<file path="config.mk">
export PLATFORM = sky130hd
export DESIGN_NAME = irq_pend_track
export DESIGN_NICKNAME = d
export VERILOG_FILES = /design/src/rtl/irq_pend_track.sv
export SDC_FILE = /design/constraint.sdc
export NUM_CORES = 1
export LEC_CHECK = 0
export BUFFER_PORTS_ARGS = -buffer_cell sky130_fd_sc_hd__buf_2
export CAP_MARGIN = 10
export CELL_PAD_IN_SITES_DETAIL_PLACEMENT = 0
export CELL_PAD_IN_SITES_GLOBAL_PLACEMENT = 2
export CORE_AREA = 2 2 263 265
export DETAILED_ROUTE_END_ITERATION = 10
export DIE_AREA = 0 0 265 267
export GPL_TIMING_DRIVEN = 0
export HOLD_SLACK_MARGIN = 0.06
export PLACE_DENSITY = 0.74
export SKIP_CTS_REPAIR_TIMING = 1
export SLEW_MARGIN = 10
export SYNTH_ARGS = -nofsm -noshare
export SYNTH_HDL_FRONTEND = slang
export SYNTH_SLANG_ARGS = --single-unit
</file>
<file path="constraint.sdc">
create_clock -name clk -period 1.5 [get_ports clk]
set_input_delay 0.075 -clock clk [delete_from_list [all_inputs] [get_ports clk]]
set_output_delay 0.075 -clock clk [all_outputs]
set_load 0.05 [all_outputs]
</file>
<file path="src/rtl/irq_pend_track.sv">
module irq_pend_track #(
  parameter int N    = 64,
  parameter int ID_W = 10
) (
  input  logic            clk,
  input  logic            rst_n,
  input  logic [N-1:0]    irq_in,
  input  logic            en_set_vld,
  input  logic [N-1:0]    en_set_mask,
  input  logic            en_clr_vld,
  input  logic [N-1:0]    en_clr_mask,
  input  logic            pend_set_vld,
  input  logic [N-1:0]    pend_set_mask,
  input  logic            pend_clr_vld,
  input  logic [N-1:0]    pend_clr_mask,
  input  logic            cfg_wr_vld,
  input  logic [N-1:0]    cfg_wr_mask,
  input  logic [1:0]      cfg_wr_val,
  input  logic            ack_vld,
  input  logic [ID_W-1:0] ack_id,
  input  logic            eoi_vld,
  input  logic [ID_W-1:0] eoi_id,
  output logic [N-1:0]    en_vec,
  output logic [N-1:0]    pend_vec,
  output logic [N-1:0]    edge_vec,
  output logic [N-1:0]    model_vec
);
  localparam logic [N-1:0] FIXED = N'(32'h0000_FFFF);
  localparam logic [N-1:0] LOW32 = N'(32'hFFFF_FFFF);

  logic [N-1:0] lvl_q, en_q, pend_q, edge_q, model_q;
  logic [N-1:0] en_n, pend_n, edge_n, model_n;
  logic [N-1:0] ack_oh, eoi_oh, rise, set_v, clr_v, en_set_eff, en_clr_eff;

  assign ack_oh     = ack_vld ? (N'(1) << ack_id) : '0;
  assign eoi_oh     = eoi_vld ? (N'(1) << eoi_id) : '0;
  assign rise       = irq_in & ~lvl_q;
  assign en_set_eff = en_set_vld ? (en_set_mask & ~FIXED) : '0;
  assign en_clr_eff = en_clr_vld ? (en_clr_mask & ~FIXED) : '0;

  assign en_n    = (en_q & ~en_clr_eff) | en_set_eff;
  assign edge_n  = cfg_wr_vld ? ((edge_q & ~cfg_wr_mask) |
                                 (cfg_wr_mask & ({N{cfg_wr_val[1]}} | LOW32))) : edge_q;
  assign model_n = cfg_wr_vld ? ((model_q & ~cfg_wr_mask) |
                                 (cfg_wr_mask & {N{cfg_wr_val[0]}})) : model_q;

  assign clr_v = ack_oh | (pend_clr_vld ? pend_clr_mask : '0);
  assign set_v = (pend_set_vld ? pend_set_mask : '0)
               | (en_set_eff & ~edge_n & lvl_q)
               | (eoi_oh & ~edge_n & en_n & lvl_q)
               | (rise & (edge_n | en_n));
  assign pend_n = (pend_q & ~clr_v) | set_v;

  always_ff @(posedge clk or negedge rst_n) begin
    if (!rst_n) begin
      lvl_q   <= '0;
      en_q    <= FIXED;
      pend_q  <= '0;
      edge_q  <= FIXED;
      model_q <= '0;
    end else begin
      lvl_q   <= irq_in;
      en_q    <= en_n;
      pend_q  <= pend_n;
      edge_q  <= edge_n;
      model_q <= model_n;
    end
  end

  assign en_vec    = en_q;
  assign pend_vec  = pend_q;
  assign edge_vec  = edge_q;
  assign model_vec = model_q;

  a_r2_edge_rise_pends: assert property (@(posedge clk) disable iff (!rst_n)
    (!ack_vld && !pend_clr_vld && !cfg_wr_vld)
    |=> ((pend_q & $past(irq_in & ~lvl_q & edge_q)) == $past(irq_in & ~lvl_q & edge_q)));

  a_r4_no_spurious_clear: assert property (@(posedge clk) disable iff (!rst_n)
    (!ack_vld && !pend_clr_vld) |=> ((pend_q & $past(pend_q)) == $past(pend_q)));

  a_r9_ack_clears: assert property (@(posedge clk) disable iff (!rst_n)
    (ack_vld && ack_id < ID_W'(N) && !pend_set_vld && !en_set_vld && !eoi_vld && irq_in == lvl_q)
    |=> !pend_q[$past(ack_id)]);

  a_r10_clear_mask: assert property (@(posedge clk) disable iff (!rst_n)
    (pend_clr_vld && !pend_set_vld && !en_set_vld && !eoi_vld && (irq_in & ~lvl_q) == '0)
    |=> ((pend_q & $past(pend_clr_mask)) == '0));

  a_r8_low_ids_enabled: assert property (@(posedge clk) disable iff (!rst_n)
    (en_clr_vld) |=> ((en_q & FIXED) == FIXED));
endmodule

</file>
Yosys cells after proc, flatten, opt, wreduce, memory -nomap -nowiden --
Index checks and enable logic that the tools add are counted.
Storage, ports and cells: bits in registers 320, input port bits 415, output and inout port bits 256, word-level logic and storage cells 41
Operators by class: shift operators 2, muxes and demuxes 7, bitwise logic cells 27
Operator list (count):
- AND 64 bit | 13
- bitwise OR 64 bit | 9
- two-way mux 64 bit | 7
- NOT 64 bit | 5
- left shift 1 x 10 -> 64 bit, first input constant | 2

Longest topological paths before layout --
Gate-level depths: netlist of the first run.
depth in word-level cells 11, gate-level depth with buffers 6, depth with buffers taken out 4

Worst setup path after synthesis of the first run --
OpenSTA, ideal clock, no wires.
path type reg2reg, from reg edge_q[35] (netlist: edge_vec[35]), to reg pend_q[35] (netlist: pend_vec[35]), library setup time 0.090 ns, arrival 1.362 ns, data required time 1.410 ns, slack 0.048 ns, cell stages (with the launch flop) 4, buffers on the path 0, period minus slack after synthesis 1.452 ns, path through dfrtp_1 -> a21boi_0 -> or3b_2 -> o2111ai_1
Between the ends: word-level cells in the longest chain between the ends 10, elaborated cells between the ends (all ways) 15, classes of those cells mux (1); bitwise (14)
Ends and longest elaborated chain:
- start: declaration | line 31 | logic [N-1:0] lvl_q, en_q, pend_q, edge_q, model_q;
- start signal: assignment | line 65 | edge_q <= edge_n;
- AND 64 bit | line 42 | assign edge_n = cfg_wr_vld ? ((edge_q & ~cfg_wr_mask) |
- bitwise OR 64 bit | line 42
- two-way mux 64 bit * | line 42
- NOT 64 bit | line 49, 50
- AND 64 bit, on equally long branches (2 in series) | line 49, 50
- bitwise OR 64 bit / AND 64 bit (equally long branches) | line 49, 50
- bitwise OR 64 bit | line 50 | | (eoi_oh & ~edge_n & en_n & lvl_q)
- bitwise OR 64 bit * | line 51 | | (rise & (edge_n | en_n));
- bitwise OR 64 bit * | line 52 | assign pend_n = (pend_q & ~clr_v) | set_v;
- named net pend_n[35] | line 32 | logic [N-1:0] en_n, pend_n, edge_n, model_n;
- end signal: assignment | line 64 | pend_q <= pend_n;
- end: declaration | line 31
The timed path passes the listed nets; every way through them passes the cells marked *. A chain may end at the register's enable or synchronous reset.

==> run metrics, run 1 <==
synthesized instance count=1341; deepest clock path buffer count=3; first-pass GRT wire length=115000 um; DRC violations left=0; Core Rows=96; switching power summed over all nets=0.00933 W; part of the power in combinational logic=0.271; Final Hold Fails=200; tightest hold margin=-0.582 ns; TritonCTS clock tree=yes; arrival time reported for the critical path endpoint=2.00 ns; GRT Total Usage=0.229; Setup-failing EPs final=9; maximum frequency from static timing analysis=661 MHz; share of cells above drive strength 1=0.395; DRT iter0 DRCs=931; area of the placeable core=68000 um2; post-DR wirelength/cell=26.4 um; Period minus WS final=1.51 ns; final critical-path share of the clock period=1.01; die boundary width=265 um; total iterations of the first detailed-routing run=4; initial antenna violation count=16; Static Leak=10.5 nW; required time of the worst setup path=1.98 ns; netlist area before placement=14800 um2; Overflow after GRT=0; Max Transition Viols Final=0; kind of launch point of the worst setup path=primary input; via count of the first global-routing pass=15200; worst setup slack after placement=-1.10 ns; number of synthesis warnings=0; top cells by area in the synthesized netlist=sky130_fd_sc_hd__dfrtp_1, sky130_fd_sc_hd__a21boi_0, sky130_fd_sc_hd__mux2_2, sky130_fd_sc_hd__a22oi_1, sky130_fd_sc_hd__nand2_1; Die Footprint=70800 um2; class of the worst hold path=primary input to async pin; part of the Yosys area used for sequential elements=0.514; Pwr per Cell Area=1120 nW/um2; Area Overhead vs Synth=61.6%; switching share of power=0.348; starting density of the core=0.218; run status=finished with violations; dominant synthesized flop cell=sky130_fd_sc_hd__dfrtp_1; post-route setup TNS=-0.0736 ns; vias after detailed routing=16000; Maximum Capacitance Violations=0; H-tree Lvls=2; number of distinct standard cells referenced by the synthesized netlist=50; violations in the final reports=hold timing, setup timing; post-route clock skew=0.0168 ns; overall routed net length=86200 um; number of synthesized flops with an enable pin=0; vias per inst=4.91; clock sinks=304; clock tree root buffer cell=sky130_fd_sc_hd__clkbuf_16; P_int=0.0175 W; Post-Synthesis Mean Instance Area=11.1 um2; detailed placement HPWL=64200 um; maximum number of pins on one net before global-route repair=103; clock-pin slew of the registers on the worst-case setup and hold paths=0.05 ns; largest area contributor in the synthesized netlist=sky130_fd_sc_hd__dfrtp_1; worst slew slack as a fraction of its limit=0.0806; register share of total power=0.350; type of destination of the critical path=flip-flop; Post-synth ARST share=1.00; antenna-violating nets left=0; maximum fanout count along the critical path=10; measured slew at the worst slew-check pin=1.38 ns; peak supply drop=0.726 mV; final-stage net count=2760; Clock Latency Late Sink=0.57 ns; Synth top area share=0.486; routability congestion estimate=0.888; critical path class=primary input to flip-flop; I/O pin count=671; height of the die=267 um; power share of the clock group=0.379; final setup margin=-0.0135 ns; number of flip-flops and latches in the synthesized netlist=304; number of buffer cells added on primary ports=613; number of buffers created by CTS=41
## path summary, 6_finish.rpt
| kind | from | to | slack (ns) | depth (start not counted) |
|---|---|---|---|---|
| worst max-delay path | cfg_wr_val[0] | flip-flop | -0.01 | 3 |
| worst min-delay path | rst_n | async pin | -0.58 | 1 |
| worst max register to register | edge_vec[35] | pend_vec[35] | 0.15 | 3 |
| worst min register to register | flip-flop | flip-flop | 0.50 | 1 |
| max in group asynchronous | rst_n | async pin | 0.77 | 3 |
| min in group clk | en_clr_mask[60] | en_vec[60] | 0.05 | 3 |
## through the flow
| stage | power [W] | instances | hold WS [ns] | cell area [um2] | util |
|---|---|---|---|---|---|
| finish | 0.0268 | 3265 | -0.582 | 24000 | 0.353 |
| global route | 0.0278 | 3259 | -0.583 | 24000 | 0.352 |
| CTS | 0.0263 | 2931 | -0.611 | 20600 | 0.304 |
| detailed placement | 0.0160 | 2859 | 0.00383 | 19300 | 0.283 |
| global placement | 0.0159 | 2851 | 0.195 | 19100 | 0.280 |
| floorplan | 0.0135 | 1356 | -0.221 | 14900 | - |
## cells in the mapped netlist, types with 2 or more instances
master	number
sky130_fd_sc_hd__nand4bb_1	2
sky130_fd_sc_hd__nand2b_1	16
sky130_fd_sc_hd__or3b_2	22
sky130_fd_sc_hd__a22oi_1	64
sky130_fd_sc_hd__and2_1	32
sky130_fd_sc_hd__clkbuf_1	55
sky130_fd_sc_hd__or4b_1	2
sky130_fd_sc_hd__nand2_1	113
sky130_fd_sc_hd__buf_2	23
sky130_fd_sc_hd__a21boi_0	96
sky130_fd_sc_hd__or2_2	64
sky130_fd_sc_hd__or3b_1	13
sky130_fd_sc_hd__o21ai_0	29
sky130_fd_sc_hd__nor2_1	16
sky130_fd_sc_hd__nor2b_1	48
sky130_fd_sc_hd__o311ai_1	26
sky130_fd_sc_hd__dfstp_2	16
sky130_fd_sc_hd__nor4b_4	2
sky130_fd_sc_hd__dfrtp_1	288
sky130_fd_sc_hd__and4bb_2	5
sky130_fd_sc_hd__buf_6	3
sky130_fd_sc_hd__nor4b_2	4
sky130_fd_sc_hd__inv_1	32
sky130_fd_sc_hd__nand4b_1	16
sky130_fd_sc_hd__a221oi_1	16
sky130_fd_sc_hd__buf_1	3
sky130_fd_sc_hd__and3_1	48
sky130_fd_sc_hd__a22o_1	16
sky130_fd_sc_hd__o2111ai_1	32
sky130_fd_sc_hd__o21ai_1	3
sky130_fd_sc_hd__and4bb_1	2
sky130_fd_sc_hd__nand3b_1	2
sky130_fd_sc_hd__o41ai_1	32
sky130_fd_sc_hd__a21oi_1	16
sky130_fd_sc_hd__and4b_1	4
sky130_fd_sc_hd__mux2_2	64
sky130_fd_sc_hd__o211ai_1	16
sky130_fd_sc_hd__a41oi_1	48
sky130_fd_sc_hd__buf_4	20
sky130_fd_sc_hd__o311ai_0	22
## metal layers
layer | global-route usage | vias up | share of wire
met5 | 0 | - | 0.00049
met1 | 0.285 | 8024 | 0.42
met4 | 0.0738 | 6 | 0.027
met3 | 0.0553 | 140 | 0.065
met2 | 0.390 | 737 | 0.49
li1 | - | 7109 | -
## kinds of logic (layout without fill, tap and decap cells)
group                  Yosys count  in the layout  share of synthesized area
other                            1             25                   0.000253
AOI/OAI and AO/OA              416            416                      0.219
muxes                           64             64                     0.0486
buffers and inverters          136           1154                     0.0429
DFF                            304            304                      0.514
and+or+nand+nor                420            420                      0.176
## critical path, stage by stage
cell and delay [ns]:
sky130_fd_sc_hd__clkbuf_2 0.51, sky130_fd_sc_hd__clkbuf_1 1.07, sky130_fd_sc_hd__mux2_2 0.32
## cell usage in the layout (no fill, tap or decap), drive strengths merged, types with 3 or more instances in the layout
master	instances
diode	9
and4bb	7
dfstp	16
and3	48
nand2	113
and2	32
nor4b	6
nand3b	3
o21ai	32
a221oi	16
or3b	35
inv	35
o311ai	48
or4b	3
buf	667
nand2b	16
dfrtp	288
a22o	16
dlygate4sd3	324
or2	64
o2111ai	32
nor2b	48
o211ai	16
nand4b	16
nor2	16
mux2	64
and4b	4
o41ai	32
clkbuf	118
a22oi	64
clkinv	6
a21boi	96
conb	16
a41oi	48
a21oi	16
## area by class of cell
| class | count | area, um2 |
|---|---|---|
| Sequential cell | 304 | 7630 |
| Clock inverter | 13 | 138 |
| Timing Repair Buffer | 947 | 6490 |
| Inverter | 32 | 120 |
| Multi-Input combinational cell | 916 | 6690 |
| Buffer | 103 | 529 |
| Antenna cell | 9 | 22.5 |
| Tap cell | 882 | 1100 |
| Fill cell | 6905 | 44000 |
| Clock buffer | 59 | 1250 |
## power by group through the flow
| stage | sequential (W) | clock [W] | combinational (W) |
|---|---|---|---|
| global route | 0.00946 | 0.0107 | 0.00763 |
| finish | 0.00938 | 0.0102 | 0.00726 |
| detailed placement | 0.00950 | 0 | 0.00655 |
| CTS | 0.00937 | 0.0104 | 0.00656 |
| floorplan | 0.0118 | 0 | 0.00172 |
| global placement | 0.00949 | 0 | 0.00645 |
(Power assumes the default switching activity.)
==> run 2: changes to the inputs <==
--- a/config.mk
+++ b/config.mk
@@ -9,12 +9,12 @@
 export CAP_MARGIN = 10
 export CELL_PAD_IN_SITES_DETAIL_PLACEMENT = 0
 export CELL_PAD_IN_SITES_GLOBAL_PLACEMENT = 2
-export CORE_AREA = 2 2 263 265
+export CORE_AREA = 2 2 261 263
 export DETAILED_ROUTE_END_ITERATION = 10
-export DIE_AREA = 0 0 265 267
+export DIE_AREA = 0 0 263 265
 export GPL_TIMING_DRIVEN = 0
 export HOLD_SLACK_MARGIN = 0.06
-export PLACE_DENSITY = 0.74
+export PLACE_DENSITY_LB_ADDON = 0.12
 export SKIP_CTS_REPAIR_TIMING = 1
 export SLEW_MARGIN = 10
 export SYNTH_ARGS = -nofsm -noshare
==> constraint.sdc (replaced) <==
create_clock -name clk -period 1.8 [get_ports clk]
set_input_delay 0.09 -clock clk [delete_from_list [all_inputs] [get_ports clk]]
set_output_delay 0.09 -clock clk [all_outputs]
set_load 0.05 [all_outputs]
==> run 2 against run 1 <==
Effect of this change:
- the flow now finishes without violations
- clock skew increased by 0.0079 ns
- die area decreased by 1.5%
- non-clock buffer count decreased by 5
- global-route usage increased by 1.5 points
- largest cell class unchanged
==> run metrics, run 2 (same netlist as run 1, synthesis figures left out) <==
reg-to-reg critical path startpoint=edge_vec[18]; final-stage net count=2755; DRC violations left=0; initial antenna violation count=30; post-DR wirelength/cell=27.1 um; register share of total power=0.356; final total power=0.0219 W; filler cell count=7002; total iterations of the first detailed-routing run=5; Setup-failing EPs final=0; die boundary width=263 um; share of cells above drive strength 1=0.385; Min-Delay Startpoint=en_clr_mask[39]; clock-pin slew of the registers on the worst-case setup and hold paths=0.06 ns; post-route clock skew=0.0246 ns; maximum frequency from static timing analysis=579 MHz; required time of the worst setup path=2.21 ns; switching share of power=0.351; H-tree Lvls=2; routability congestion estimate=0.818; vias after detailed routing=15700; kind of launch point of the worst setup path=primary input; final critical-path share of the clock period=0.960; area of the placeable core=66800 um2; measured slew at the worst slew-check pin=1.05 ns; power share of the clock group=0.369; I/O pin count=671; number of buffers created by CTS=41; clock tree root buffer cell=sky130_fd_sc_hd__clkbuf_16; Static Leak=10.4 nW; TritonCTS clock tree=yes; Core Rows=95; startpoint of the worst setup timing path=pend_clr_vld; part of the power in combinational logic=0.275; first-pass GRT wire length=120000 um; starting density of the core=0.222; GRT Total Usage=0.244; Maximum Capacitance Violations=0; worst slew slack as a fraction of its limit=0.299; vias per inst=4.82; Period minus WS final=1.73 ns; arrival time reported for the critical path endpoint=2.14 ns; Max Transition Viols Final=0; clock sinks=304; antenna-violating nets left=0; maximum number of pins on one net before global-route repair=93; via count of the first global-routing pass=15400; maximum fanout count along the critical path=11; end-of-flow core utilization=0.356; most common cell after layout, fill and taps aside=sky130_fd_sc_hd__buf_2; critical path class=primary input to flip-flop; peak supply drop=0.578 mV; switching power summed over all nets=0.00770 W; run status=complete, no violations; detailed placement HPWL=66600 um; DRT iter0 DRCs=857; overall routed net length=88200 um; type of destination of the critical path=flip-flop; class of the worst hold path=primary input to flip-flop; Clock Latency Late Sink=0.56 ns; Pwr per Cell Area=921 nW/um2; deepest clock path buffer count=3; number of buffer cells added on primary ports=613; Final Hold Fails=0; commonest cells after routing, fill and taps aside=sky130_fd_sc_hd__buf_2, sky130_fd_sc_hd__dlygate4sd3_1, sky130_fd_sc_hd__dfrtp_1; Overflow after GRT=0; height of the die=265 um; Die Footprint=69700 um2; Area Overhead vs Synth=60.4%; P_int=0.0142 W
==> run 2: final cells by class <==
type                            count  area (um2)  area share
Sequential cell                   304        7630       0.321
Multi-Input combinational cell    916        6680       0.281
Timing Repair Buffer              941        6420       0.270
Clock buffer                       57        1170      0.0490
Tap cell                          873        1090      0.0459
Buffer                            104         533      0.0224
Inverter                           32         120     0.00505
Clock inverter                     12         114     0.00479
Antenna cell                       15        37.5     0.00158
==> run 2: critical path, stage by stage <==
cell and delay, ns:
sky130_fd_sc_hd__clkdlybuf4s15_1 0.79, sky130_fd_sc_hd__clkbuf_1 0.60, sky130_fd_sc_hd__a21boi_0 0.26, sky130_fd_sc_hd__a22oi_1 0.24, sky130_fd_sc_hd__o2111ai_1 0.15
==> run 2: final timing paths <==
kind / endpoint / slack [ns] / cells after the start
min in group asynchronous: async pin / 0.08 / 2
max reg2reg: pend_vec[18] / 0.39 / 4
max: pend_vec[36] / 0.07 / 5
min: en_vec[39] / 0.06 / 3
min reg2reg: flip-flop / 0.50 / 1
max in group asynchronous: edge_vec[53] / 0.40 / 4
==> run 2: metrics by stage <==
stage	instance area (um2)	setup WS, ns	hold WS (ns)	std cells	setup TNS, ns
final	23800	0.0718	0.0562	3254	0
after global routing	23800	-0.0576	0.0632	3248	-0.262
after CTS	20500	-0.150	-0.536	2918	-1.28
after detailed placement	19200	-0.734	0.0643	2849	-59.35
after global placement	19100	-6.25	0.210	2842	-1914.06
after floorplan	14900	0.348	-0.206	1356	0
==> run 2: power groups by stage <==
stage / clock (W) / sequential, W / combinational [W]
floorplan: 0 / 0.00981 / 0.00144
global placement: 0 / 0.00790 / 0.00542
detailed placement: 0 / 0.00791 / 0.00549
CTS: 0.00834 / 0.00780 / 0.00549
global route: 0.00858 / 0.00787 / 0.00638
finish: 0.00808 / 0.00781 / 0.00603
==> run 2: per-layer routing <==
metal	global-route usage	routed length, um	vias up
li1	-	-	7108
met1	0.302	37600	7920
met2	0.420	42900	506
met3	0.0679	5410	128
met4	0.0582	2070	24
met5	0	161	-
==> run 3: changes to the inputs <==
--- a/config.mk
+++ b/config.mk
@@ -14,7 +14,7 @@
 export DIE_AREA = 0 0 263 265
 export GPL_TIMING_DRIVEN = 0
 export HOLD_SLACK_MARGIN = 0.06
-export PLACE_DENSITY_LB_ADDON = 0.12
+export PLACE_DENSITY = 0.74
 export SKIP_CTS_REPAIR_TIMING = 1
 export SLEW_MARGIN = 10
 export SYNTH_ARGS = -nofsm -noshare
==> run 3 against run 2 <==
Effect of this change:
- the flow now finishes with violations (setup timing)
- total power is 1.5% lower
- sequential cell count stayed put
- fmax is 4.0% lower
- worst hold slack worse by 0.0047 ns
- global-route usage is 1.1 points lower
- sequential share of layout area hardly changed
- final cell count is 0.15% lower
- wire length is 2.2% lower
- setup slack worse by 0.073 ns
- via count is 2.0% higher
- first-iteration DRC count is 12% higher
- die area stayed put
==> run metrics, run 3 (same netlist as run 1, synthesis figures left out) <==
die boundary width=263 um; Clock Latency Late Sink=0.55 ns; worst slew slack as a fraction of its limit=0.235; register share of total power=0.361; initial antenna violation count=14; violations in the final reports=setup timing; DP Area=19300 um2; first-pass GRT wire length=115000 um; measured slew at the worst slew-check pin=1.15 ns; Final Hold Fails=0; final total power=0.0216 W; critical path class=primary input to flip-flop; number of buffers created by CTS=39; post-DR wirelength/cell=26.6 um; Area Overhead vs Synth=60.3%; maximum number of pins on one net before global-route repair=101; Pwr per Cell Area=908 nW/um2; DRT iter0 DRCs=963; switching power summed over all nets=0.00761 W; total iterations of the first detailed-routing run=5; H-tree Lvls=2; Core Rows=95; deepest clock path buffer count=3; DRC violations left=0; power share of the clock group=0.358; clock sinks=304; Period minus WS final=1.80 ns; run status=finished with violations; clock tree root buffer cell=sky130_fd_sc_hd__clkbuf_16; tightest hold margin=0.0515 ns; antenna-violating nets left=0; switching share of power=0.352; post-route clock skew=0.0108 ns; P_int=0.0140 W; routability congestion estimate=0.847; Die Footprint=69700 um2; maximum fanout count along the critical path=10; final setup margin=-0.000826 ns; post-route setup TNS=-0.000826 ns; commonest cells after routing, fill and taps aside=sky130_fd_sc_hd__buf_2, sky130_fd_sc_hd__dlygate4sd3_1, sky130_fd_sc_hd__dfrtp_1; vias per inst=4.92; Design Area, Final=23800 um2; Overflow after GRT=0; detailed placement HPWL=63400 um; clock-pin slew of the registers on the worst-case setup and hold paths=0.06 ns; Setup-failing EPs final=1; end-of-flow core utilization=0.356; type of destination of the critical path=flip-flop; number of buffer cells added on primary ports=613; peak supply drop=0.661 mV; class of the worst hold path=primary input to flip-flop; height of the die=265 um; filler cell count=6883; vias after detailed routing=16000; area occupied by registers=7630 um2; via count of the first global-routing pass=15300; Maximum Capacitance Violations=0; final-stage net count=2759; maximum frequency from static timing analysis=555 MHz; area of the placeable core=66800 um2; overall routed net length=86300 um; TritonCTS clock tree=yes; share of cells above drive strength 1=0.384; Static Leak=10.5 nW; final critical-path share of the clock period=1.00; Max Transition Viols Final=0; most common cell after layout, fill and taps aside=sky130_fd_sc_hd__buf_2; arrival time reported for the critical path endpoint=2.15 ns; GRT Total Usage=0.233; area occupied by multi-input gates=6670 um2; I/O pin count=671; starting density of the core=0.222; kind of launch point of the worst setup path=primary input; part of the power in combinational logic=0.280; required time of the worst setup path=2.15 ns
run 3: through the flow:
step                worst slack [ns]  instances
detailed placement            -0.968       2850
floorplan                      0.348       1356
global route                 -0.0161       3246
finish                     -0.000826       3249
CTS                           -0.378       2918
global placement               -5.77       2842
run 3: path summary, 6_finish.rpt:
kind | start | depth (start not counted) | slack (ns) | end
max reg2reg | edge_vec[19] | 4 | 0.24 | pend_vec[19]
max | ack_id[8] | 5 | -0.0008 | pend_vec[0]
min | en_clr_mask[20] | 4 | 0.05 | pend_vec[20]
min reg2reg | flip-flop | 1 | 0.50 | flip-flop
min in group asynchronous | rst_n | 2 | 0.18 | edge_vec[13]
max in group asynchronous | rst_n | 3 | 0.52 | async pin
run 3: layer usage:
layer / vias to the layer above / share of wire / GRT usage
met3: 137 / 0.062 / 0.0607
met1: 8036 / 0.42 / 0.290
li1: 7103 / - / -
met2: 716 / 0.49 / 0.397
met5: - / 0.00060 / 0
met4: 8 / 0.026 / 0.0709
run 3: worst max-delay path, cell delays in order:
cell and delay (ns):
sky130_fd_sc_hd__buf_2 0.10, sky130_fd_sc_hd__or4b_4 0.65, sky130_fd_sc_hd__clkbuf_1 0.30, sky130_fd_sc_hd__o311ai_1 0.68, sky130_fd_sc_hd__o211ai_1 0.32
run 3: final cells by class:
type                            count  area share
Clock buffer                       60      0.0482
Antenna cell                        5    0.000526
Timing Repair Buffer              947       0.273
Inverter                           32     0.00505
Clock inverter                      8     0.00289
Tap cell                          873      0.0459
Buffer                            104      0.0229
Multi-Input combinational cell    916       0.281
Sequential cell                   304       0.321
run 3: power groups by stage:
| stage | clock network, W | registers (W) | logic (W) |
|---|---|---|---|
| 6_report | 0.00774 | 0.00780 | 0.00606 |
| 5_1_grt | 0.00820 | 0.00787 | 0.00637 |
| 4_1_cts | 0.00793 | 0.00779 | 0.00547 |
| 3_5_place_dp | 0 | 0.00790 | 0.00546 |
| 3_3_place_gp | 0 | 0.00789 | 0.00538 |
| 2_1_floorplan | 0 | 0.00981 | 0.00144 |
